==> src/rtl/stack_seq.sv <==
module stack_seq #(
  parameter logic [7:0]  STACK_PAGE = 8'h01,
  parameter logic [15:0] BRK_VECTOR = 16'hFFFE,
  parameter logic [7:0]  FORCE_MASK = 8'h30
) (
  input  logic        clk,
  input  logic        rst_n,
  input  logic        start,
  input  logic [2:0]  op,
  input  logic [15:0] pc_in,
  input  logic [7:0]  sp_in,
  input  logic [7:0]  a_in,
  input  logic [7:0]  p_in,
  input  logic [7:0]  rdata,
  output logic        busy,
  output logic        done,
  output logic [15:0] addr,
  output logic        rw,
  output logic [7:0]  wdata,
  output logic [15:0] pc_out,
  output logic [7:0]  sp_out,
  output logic [7:0]  a_out,
  output logic [7:0]  p_out
);
  localparam logic [2:0] OP_CALL = 3'd0, OP_RET = 3'd1, OP_RETI = 3'd2, OP_BRK = 3'd3,
                         OP_PSHA = 3'd4, OP_PSHP = 3'd5, OP_PLLA = 3'd6, OP_PLLP = 3'd7;
  localparam logic [15:0] VEC_HI = BRK_VECTOR + 16'd1;

  logic [2:0]  op_q, step;
  logic [15:0] pc_r;
  logic [7:0]  sp_r, a_r, p_r, lo_r;
  logic [15:0] stk;
  logic [7:0]  p_pulled;
  logic [2:0]  last;

  assign stk      = {STACK_PAGE, sp_r};
  assign p_pulled = (rdata & ~FORCE_MASK) | (p_r & FORCE_MASK);
  assign pc_out   = pc_r;
  assign sp_out   = sp_r;
  assign a_out    = a_r;
  assign p_out    = p_r;

  always_comb begin
    case (op_q)
      OP_BRK:           last = 3'd7;
      OP_PSHA, OP_PSHP: last = 3'd3;
      OP_PLLA, OP_PLLP: last = 3'd4;
      default:          last = 3'd6;
    endcase
  end

  always_comb begin
    addr  = pc_r;
    rw    = 1'b1;
    wdata = 8'h00;
    if (busy) begin
      case (op_q)
        OP_CALL: case (step)
          3'd3: addr = stk;
          3'd4: begin addr = stk; rw = 1'b0; wdata = pc_r[15:8]; end
          3'd5: begin addr = stk; rw = 1'b0; wdata = pc_r[7:0]; end
          default: ;
        endcase
        OP_RET: if (step >= 3'd3 && step <= 3'd5) addr = stk;
        OP_RETI: if (step >= 3'd3) addr = stk;
        OP_BRK: case (step)
          3'd3: begin addr = stk; rw = 1'b0; wdata = pc_r[15:8]; end
          3'd4: begin addr = stk; rw = 1'b0; wdata = pc_r[7:0]; end
          3'd5: begin addr = stk; rw = 1'b0; wdata = p_r | FORCE_MASK; end
          3'd6: addr = BRK_VECTOR;
          3'd7: addr = VEC_HI;
          default: ;
        endcase
        OP_PSHA, OP_PSHP: if (step == 3'd3) begin
          addr  = stk;
          rw    = 1'b0;
          wdata = (op_q == OP_PSHA) ? a_r : (p_r | FORCE_MASK);
        end
        default: if (step >= 3'd3) addr = stk;
      endcase
    end
  end

  always_ff @(posedge clk or negedge rst_n) begin
    if (!rst_n) begin
      busy <= 1'b0;
      done <= 1'b0;
      step <= 3'd0;
      op_q <= OP_CALL;
      pc_r <= 16'h0000;
      sp_r <= 8'h00;
      a_r  <= 8'h00;
      p_r  <= 8'h00;
      lo_r <= 8'h00;
    end else if (!busy) begin
      done <= 1'b0;
      if (start) begin
        busy <= 1'b1;
        step <= 3'd2;
        op_q <= op;
        pc_r <= pc_in + 16'd1;
        sp_r <= sp_in;
        a_r  <= a_in;
        p_r  <= p_in;
      end
    end else begin
      step <= step + 3'd1;
      if (step == last) begin
        busy <= 1'b0;
        done <= 1'b1;
      end
      case (op_q)
        OP_CALL: case (step)
          3'd2: begin lo_r <= rdata; pc_r <= pc_r + 16'd1; end
          3'd4, 3'd5: sp_r <= sp_r - 8'd1;
          3'd6: pc_r <= {rdata, lo_r};
          default: ;
        endcase
        OP_RET: case (step)
          3'd3: sp_r <= sp_r + 8'd1;
          3'd4: begin lo_r <= rdata; sp_r <= sp_r + 8'd1; end
          3'd5: pc_r <= {rdata, lo_r};
          3'd6: pc_r <= pc_r + 16'd1;
          default: ;
        endcase
        OP_RETI: case (step)
          3'd3: sp_r <= sp_r + 8'd1;
          3'd4: begin p_r <= p_pulled; sp_r <= sp_r + 8'd1; end
          3'd5: begin lo_r <= rdata; sp_r <= sp_r + 8'd1; end
          3'd6: pc_r <= {rdata, lo_r};
          default: ;
        endcase
        OP_BRK: case (step)
          3'd2: pc_r <= pc_r + 16'd1;
          3'd3, 3'd4: sp_r <= sp_r - 8'd1;
          3'd5: begin sp_r <= sp_r - 8'd1; p_r[2] <= 1'b1; end
          3'd6: lo_r <= rdata;
          3'd7: pc_r <= {rdata, lo_r};
          default: ;
        endcase
        OP_PSHA, OP_PSHP: if (step == 3'd3) sp_r <= sp_r - 8'd1;
        default: begin
          if (step == 3'd3) sp_r <= sp_r + 8'd1;
          if (step == 3'd4) begin
            if (op_q == OP_PLLA) begin
              a_r    <= rdata;
              p_r[1] <= (rdata == 8'h00);
              p_r[7] <= rdata[7];
            end else begin
              p_r <= p_pulled;
            end
          end
        end
      endcase
    end
  end
endmodule


==> config.mk <==
export PLATFORM = sky130hd
export DESIGN_NAME = stack_seq
export DESIGN_NICKNAME = d
export VERILOG_FILES = /design/src/rtl/stack_seq.sv
export SDC_FILE = /design/constraint.sdc
export NUM_CORES = 1
export LEC_CHECK = 0
export ABC_AREA = 1
export BUFFER_PORTS_ARGS = -buffer_cell sky130_fd_sc_hd__buf_4
export CELL_PAD_IN_SITES_DETAIL_PLACEMENT = 1
export CELL_PAD_IN_SITES_GLOBAL_PLACEMENT = 2
export CORE_UTILIZATION = 31
export CTS_CLUSTER_SIZE = 30
export DETAILED_ROUTE_END_ITERATION = 8
export PLACE_DENSITY = 0.89
export SLEW_MARGIN = 15
export SYNTH_ARGS = -nofsm -noshare
export SYNTH_HDL_FRONTEND = slang
export SYNTH_SLANG_ARGS = --single-unit
==> constraint.sdc <==
create_clock -name clk -period 3.83 [get_ports clk]
set_input_delay 0.1915 -clock clk [delete_from_list [all_inputs] [get_ports clk]]
set_output_delay 0.1915 -clock clk [all_outputs]
set_load 0.005 [all_outputs]
# --- After elaboration in Yosys (flattened, before gate mapping) ---
# Index checks and enable logic that the tools add are counted.
op_classes:
  addsub: 5
  magnitude_cmp: 2
  n_eq_ne: 40
  mux: 64
  bitwise: 2
  reduce_logical: 21
ops:
  columns: ["operator", "count"]
  rows:
  - ["2-to-1 mux 8 bit", 24]
  - ["2-to-1 mux 16 bit", 8]
  - ["case mux 16 bit (4 select lines)", 2]
  - ["case mux 16 bit (2 select lines)", 3]
  - ["case mux 16 bit (3 select lines)", 1]
  - ["case mux 8 bit (3 select lines)", 2]
  - ["case mux 8 bit (5 select lines)", 1]
  - ["adder 16 x 1 -> 16 bit (second input constant)", 2]
  - ["case mux 8 bit (4 select lines)", 1]
  - ["equality test 3 bit (second input constant)", 8]
  - ["!= test 3 bit (second input constant)", 6]
  - ["AND reduction 6 bit", 3]
  - ["!= test 4 x 2 -> 1 bit (second input constant)", 4]
  - ["case mux 8 bit (2 select lines)", 1]
  - ["2-to-1 mux 1 bit", 13]
  - ["equality test 3 x 2 -> 1 bit (second input constant)", 4]
  - ["!= test 2 x 1 -> 1 bit (second input constant)", 6]
  - ["case mux 5 bit (2 select lines)", 1]
  - ["!= test 3 x 2 -> 1 bit (second input constant)", 3]
  - ["case mux 3 bit (3 select lines)", 1]
  - ["adder 8 x 1 -> 8 bit (second input constant)", 1]
  - ["logical NOT 8 bit", 1]
  - ["!= test 2 bit (second input constant)", 4]
  - ["bitwise OR 8 x 6 -> 8 bit", 1]
  - ["27 further kinds", 33]
word_totals:
  regBits: 56
  out_inout_bits: 67
  elab_cells: 145

# --- Logic depth before layout (Yosys ltp) ---
depth:
  word_depth: 6
  depth_mapped: 14
  mapped_depth_nobuf: 14

# --- Worst setup path after synthesis ---
# Ideal clock, no wire load.
synth_timing:
  path_kind: "reg-to-reg"
  from: "register op_q[2]"
  to: "register sp_r[5] (netlist: sp_out[5])"
  arrival_time_ns: 2.008
  required_ns: 3.707
  setup_slack_ns: 1.699
  path_stages_with_launch: 11
  path_buffers: 1
  synth_period_minus_slack_ns: 2.131
  cell_sequence: "dfrtp_1 buf_4 nand2_1 nand3_1 ha_1 nand3_1 nand3_1 a21oi_1 xnor2_1 o21ai_0 nand2_1"
synth_between:
  elab_chain_len: 4
  word_cells_on_any_way: 16
  cone_classes: "eq/ne (11); mux (2); reduce/logical (3)"
synth_lines:
  columns: ["item", "line", "text"]
  rows:
  - ["start: declaration", "29", "logic [2:0] op_q, step;"]
  - ["start signal: assignment", "100", "op_q <= op;"]
  - ["equality test 3 bit", "112", "case (op_q)"]
  - ["OR reduction 2 bit", "112", null]
  - ["!= test 3 bit (no source line) / case mux 8 bit (5 select lines) (equally long branches)", null, null]
  - ["AND reduction 7 bit (no source line) / 2-to-1 mux 8 bit (equally long branches)", null, null]
  - ["end signal: assignment", "115", "3'd4, 3'd5: sp_r <= sp_r - 8'd1;"]
  - ["end signal: assignment", "120", "3'd3: sp_r <= sp_r + 8'd1;"]
  - ["end signal: assignment", "121", "3'd4: begin lo_r <= rdata; sp_r <= sp_r + 8'd1; end"]
  - ["end: declaration", "31", "logic [7:0] sp_r, a_r, p_r, lo_r;"]
# Parallel ways exist; a longest one is shown, timed or not.
# A chain may end at the register's enable or synchronous reset.

# --- Final worst setup path ---
layout_timing:
  from: "register step[1]"
  to: "output port addr[12]"
layout_between:
  elab_chain_len: 5
  word_cells_on_any_way: 16
  cone_classes: "order compare (2); eq/ne (5); mux (7); reduce/logical (2)"
layout_lines:
  columns: ["item", "line", "text"]
  rows:
  - ["start: declaration", "29", null]
  - ["start signal: assignment", "107", "step <= step + 3'd1;"]
  - ["equality test 3 x 2 -> 1 bit (tied with other cells)", "58, 66, 74", null]
  - ["OR reduction 3 bit (no source line) / logical AND 1 bit (equally long branches)", null, null]
  - ["case mux 16 bit (3 select lines) (tied with other cells)", "66", "OP_BRK: case (step)"]
  - ["case mux 16 bit (4 select lines) (*)", "57", "case (op_q)"]
  - ["2-to-1 mux 16 bit (*)", "56", "if (busy) begin"]
  - ["end: declaration", "17", "output logic [15:0] addr,"]
# Every way passes the cells marked *; elsewhere a longest branch is shown, timed or not.

==> impl_metrics.yaml <==
floorplan:
  die_area_um2: 16500
  die_y_um: 128
  ios: 121
  coreArea_um2: 15400
  rows: 45
  die_x_um: 128
  initial_core_util_pct: 32.1
synthesis:
  netlist_area_um2: 4960
  avgSynthCellArea_um2: 6.25
  ys_seq_area_share_pct: 28.3
  synth_flop_cell: "dfrtp_1"
  synthArstFlopShare_pct: 100
  synth_cells: 793
  ys_top_cells_by_area: "dfrtp_1 28%, nand2_1 18%, nand3_1 6.9%"
  synth_edf_count: 0
  synth_area_leader_cell: "dfrtp_1"
  synth.distinct_cells: 41
  synth_seq_cells: 56
  synth_top_area_share_pct: 28.3
  yosys_warnings: 0
  synth_fp_nets: 863
routing:
  ant_nets: 0
  drc: 0
  dr.pass1.iters: 4
  drt-initial-drc-count: 372
  vias: 5905
  via_per_inst: 5.31
  wl_um: 21100
  wire_per_inst_um: 19.0
final_layout:
  layout_common_cells: "232 x nand2_1, 123 x buf_4, 87 x inv_1, 83 x nor2_1, 68 x nand3_1"
  layout-drive-gt1-share_pct: 17.8
  area_delta_synth_final_pct: 24.7
  nets: 970
  utilization_pct: 40.1
  diodes: 0
  mostFrequentLayoutCell: "nand2_1"
  finalInstanceArea_um2: 6180
setup_path:
  cpPeakStageDelay_ps: 450
  cp-end-kind: "output port"
  cp-endpoint: "addr[12]"
  path_max_fanout: 12
  worstPathCellList: "ha_1 -> ha_1 -> inv_1 -> nand3_1 -> nand2_1 -> nand2_1 -> nand3_2 -> a21oi_1 -> o22ai_1 -> buf_4"
  critical_path.startpoint: "step[1]"
  critical_path_class: "flop to output port"
  path_buf_inv: 2
  worst_setup_path_start_kind: "flop"
  reg2reg_depth: 13
  crit_cells: 10
  crit_slowest_cell: "dfrtp_1"
  critPathTopFamily: "simple AND/OR/NAND/NOR gates"
  r2r-end: "sp_out[7]"
  ff2ff_setup_slack_ps: 1200
  cp.arrival_ps: 2820
  critPathRequiredTime_ps: 3640
  r2r-start: "op_q[2]"
timing:
  fin_crit_ps: 3010
  slew_headroom_pct: 46.6
  finalMaxSlewViolations: 0
  final_min_period_over_clock_period_pct: 78.5
  setup_tns_ps: 0
  rsz0062_at_grt: "no"
  hold_violations: 0
  layout_setup_ws_ps: 822
  setup_viol: 0
  timing.fmax_mhz: 332
  worstMarginPinSlew_ps: 800
  skew_ps: 7.21
cts:
  clk_pin_slew_worst_paths_ps: 80
  numClockSinks: 56
  cts_setup_buffers: 0
  cts.htree.levels: 2
  cts_buffer_depth: 2
  cts_buffers: 5
  cts_root_buf: "clkbuf_16"
  clk_latency_ps: 320
  cts_tree: "built"
grt:
  grt_antenna_before_repair: 0
  grt-ovfl-total: 0
  grt_max_degree: 57
  grt_busiest_layer: "met2"
  grt_pass1_wl_um: 33700
  use_met2_pct: 42.2
  use_met3_pct: 4.20
  grt_pass1_vias: 5856
  grt_use_met1_pct: 37.7
  grtUsageTotal_pct: 26.7
pwr:
  vdd_drop_max_mv: 0.431
  power_density_nw_per_um2: 994
  p_leak_nw: 3.18
  total_power_mw: 6.15
hold_path:
  hold_path.class: "input port to flop"
status:
  status: "finished clean"
placement:
  place_hpwl_um: 16200
  place.gp.congestion: 0.895
  placed_area_um2: 6030
  port_buffers: 120
  pre_cts_ws_ps: 1200
flow_run:
  maxCapViolCount: 0
where the power goes:
group          internal, mW  total [mW]  switching [mW]
Clock                 0.263       0.514           0.251
Sequential            0.903        1.39           0.486
Combinational          1.59        4.24            2.65
worst register-to-register path: stages (launching register included):
cell	delay, ps
dfrtp_1	640
nor2_4	130
inv_2	150
nand3_1	370
ha_1	540
nand3_1	100
nand3_1	150
nand2_1	70
nand3_1	100
nor2_1	50
nor2_1	80
nand2_1	50
nand2_1	50
nand2_1	40
registers in the layout (all words and copies together) (netlist names):
name    cells
lo_r        8
op_q        3
sp_out      8
a_out       8
pc_out     16
done        1
busy        1
p_out       8
step        3
metrics by stage:
| step | hold slack, ps | instances |
|---|---|---|
| 6_report | 100 | 1112 |
| 5_1_grt | 104 | 1112 |
| 4_1_cts | 95.0 | 1112 |
| 3_5_place_dp | 341 | 1103 |
| 3_3_place_gp | 334 | 1103 |
| 2_1_floorplan | -104 | 793 |
logic make-up after synthesis:
logic type / Yosys count / share of synthesized area [%]
flops: 56 / 28.3
fa+ha+maj: 16 / 4.19
buf+inv: 121 / 9.77
simple gates: 425 / 36.6
compound gates: 159 / 18.2
xor+xnor: 14 / 2.47
mux: 2 / 0.454
timing repair:
| item | in CTS | in global routing |
|---|---|---|
| resized for setup | 0 | 0 |
| endpoints found under the setup margin | 0 | 0 |
| hold buffers | 1 | 0 |
| endpoints found under the hold margin | 8 | 0 |
how the worst min path moves through the flow:
stage                        from  slack, ps  endpoint  cells past startpoint
after CTS                 p_in[5]         90  p_out[5]                      2
after global routing      p_in[4]        100  p_out[4]                      2
after floorplan             rst_n       -100  a_out[0]                      0
after global placement      rst_n        330  p_out[1]                      1
final                     p_in[4]        100  p_out[4]                      2
after detailed placement    rst_n        340  p_out[5]                      1
cells in the mapped netlist (2+ instances only):
master	n
a21oi_1	49
a31oi_1	9
buf_1	4
buf_2	9
buf_4	3
clkbuf_1	7
dfrtp_1	56
ha_1	15
inv_1	87
inv_2	10
mux2_2	2
nand2_1	232
nand2_2	2
nand3_1	68
nand3_2	2
nand4_1	14
nor2_1	83
nor2_2	5
nor2_4	6
nor3_1	10
nor4_1	2
o211ai_1	8
o21a_1	2
o21ai_0	38
o21ai_1	20
o21bai_1	3
o221ai_1	5
o22ai_1	17
xnor2_1	5
xor2_1	9
per-layer routing:
metal	vias to the layer above	wire (µm)
met1	2871	10100
met2	183	9440
met4	0	308
met3	19	1210
li1	2832	-
met5	-	0
area by class of cell:
class                           count  area (µm²)
Timing Repair Buffer              124         933
Clock buffer                        8         146
Tap cell                          211         264
Multi-Input combinational cell    616        3070
Fill cell                        2085        9240
Sequential cell                    56        1400
Inverter                           97         364
Power figures use the tool's default switching activity.
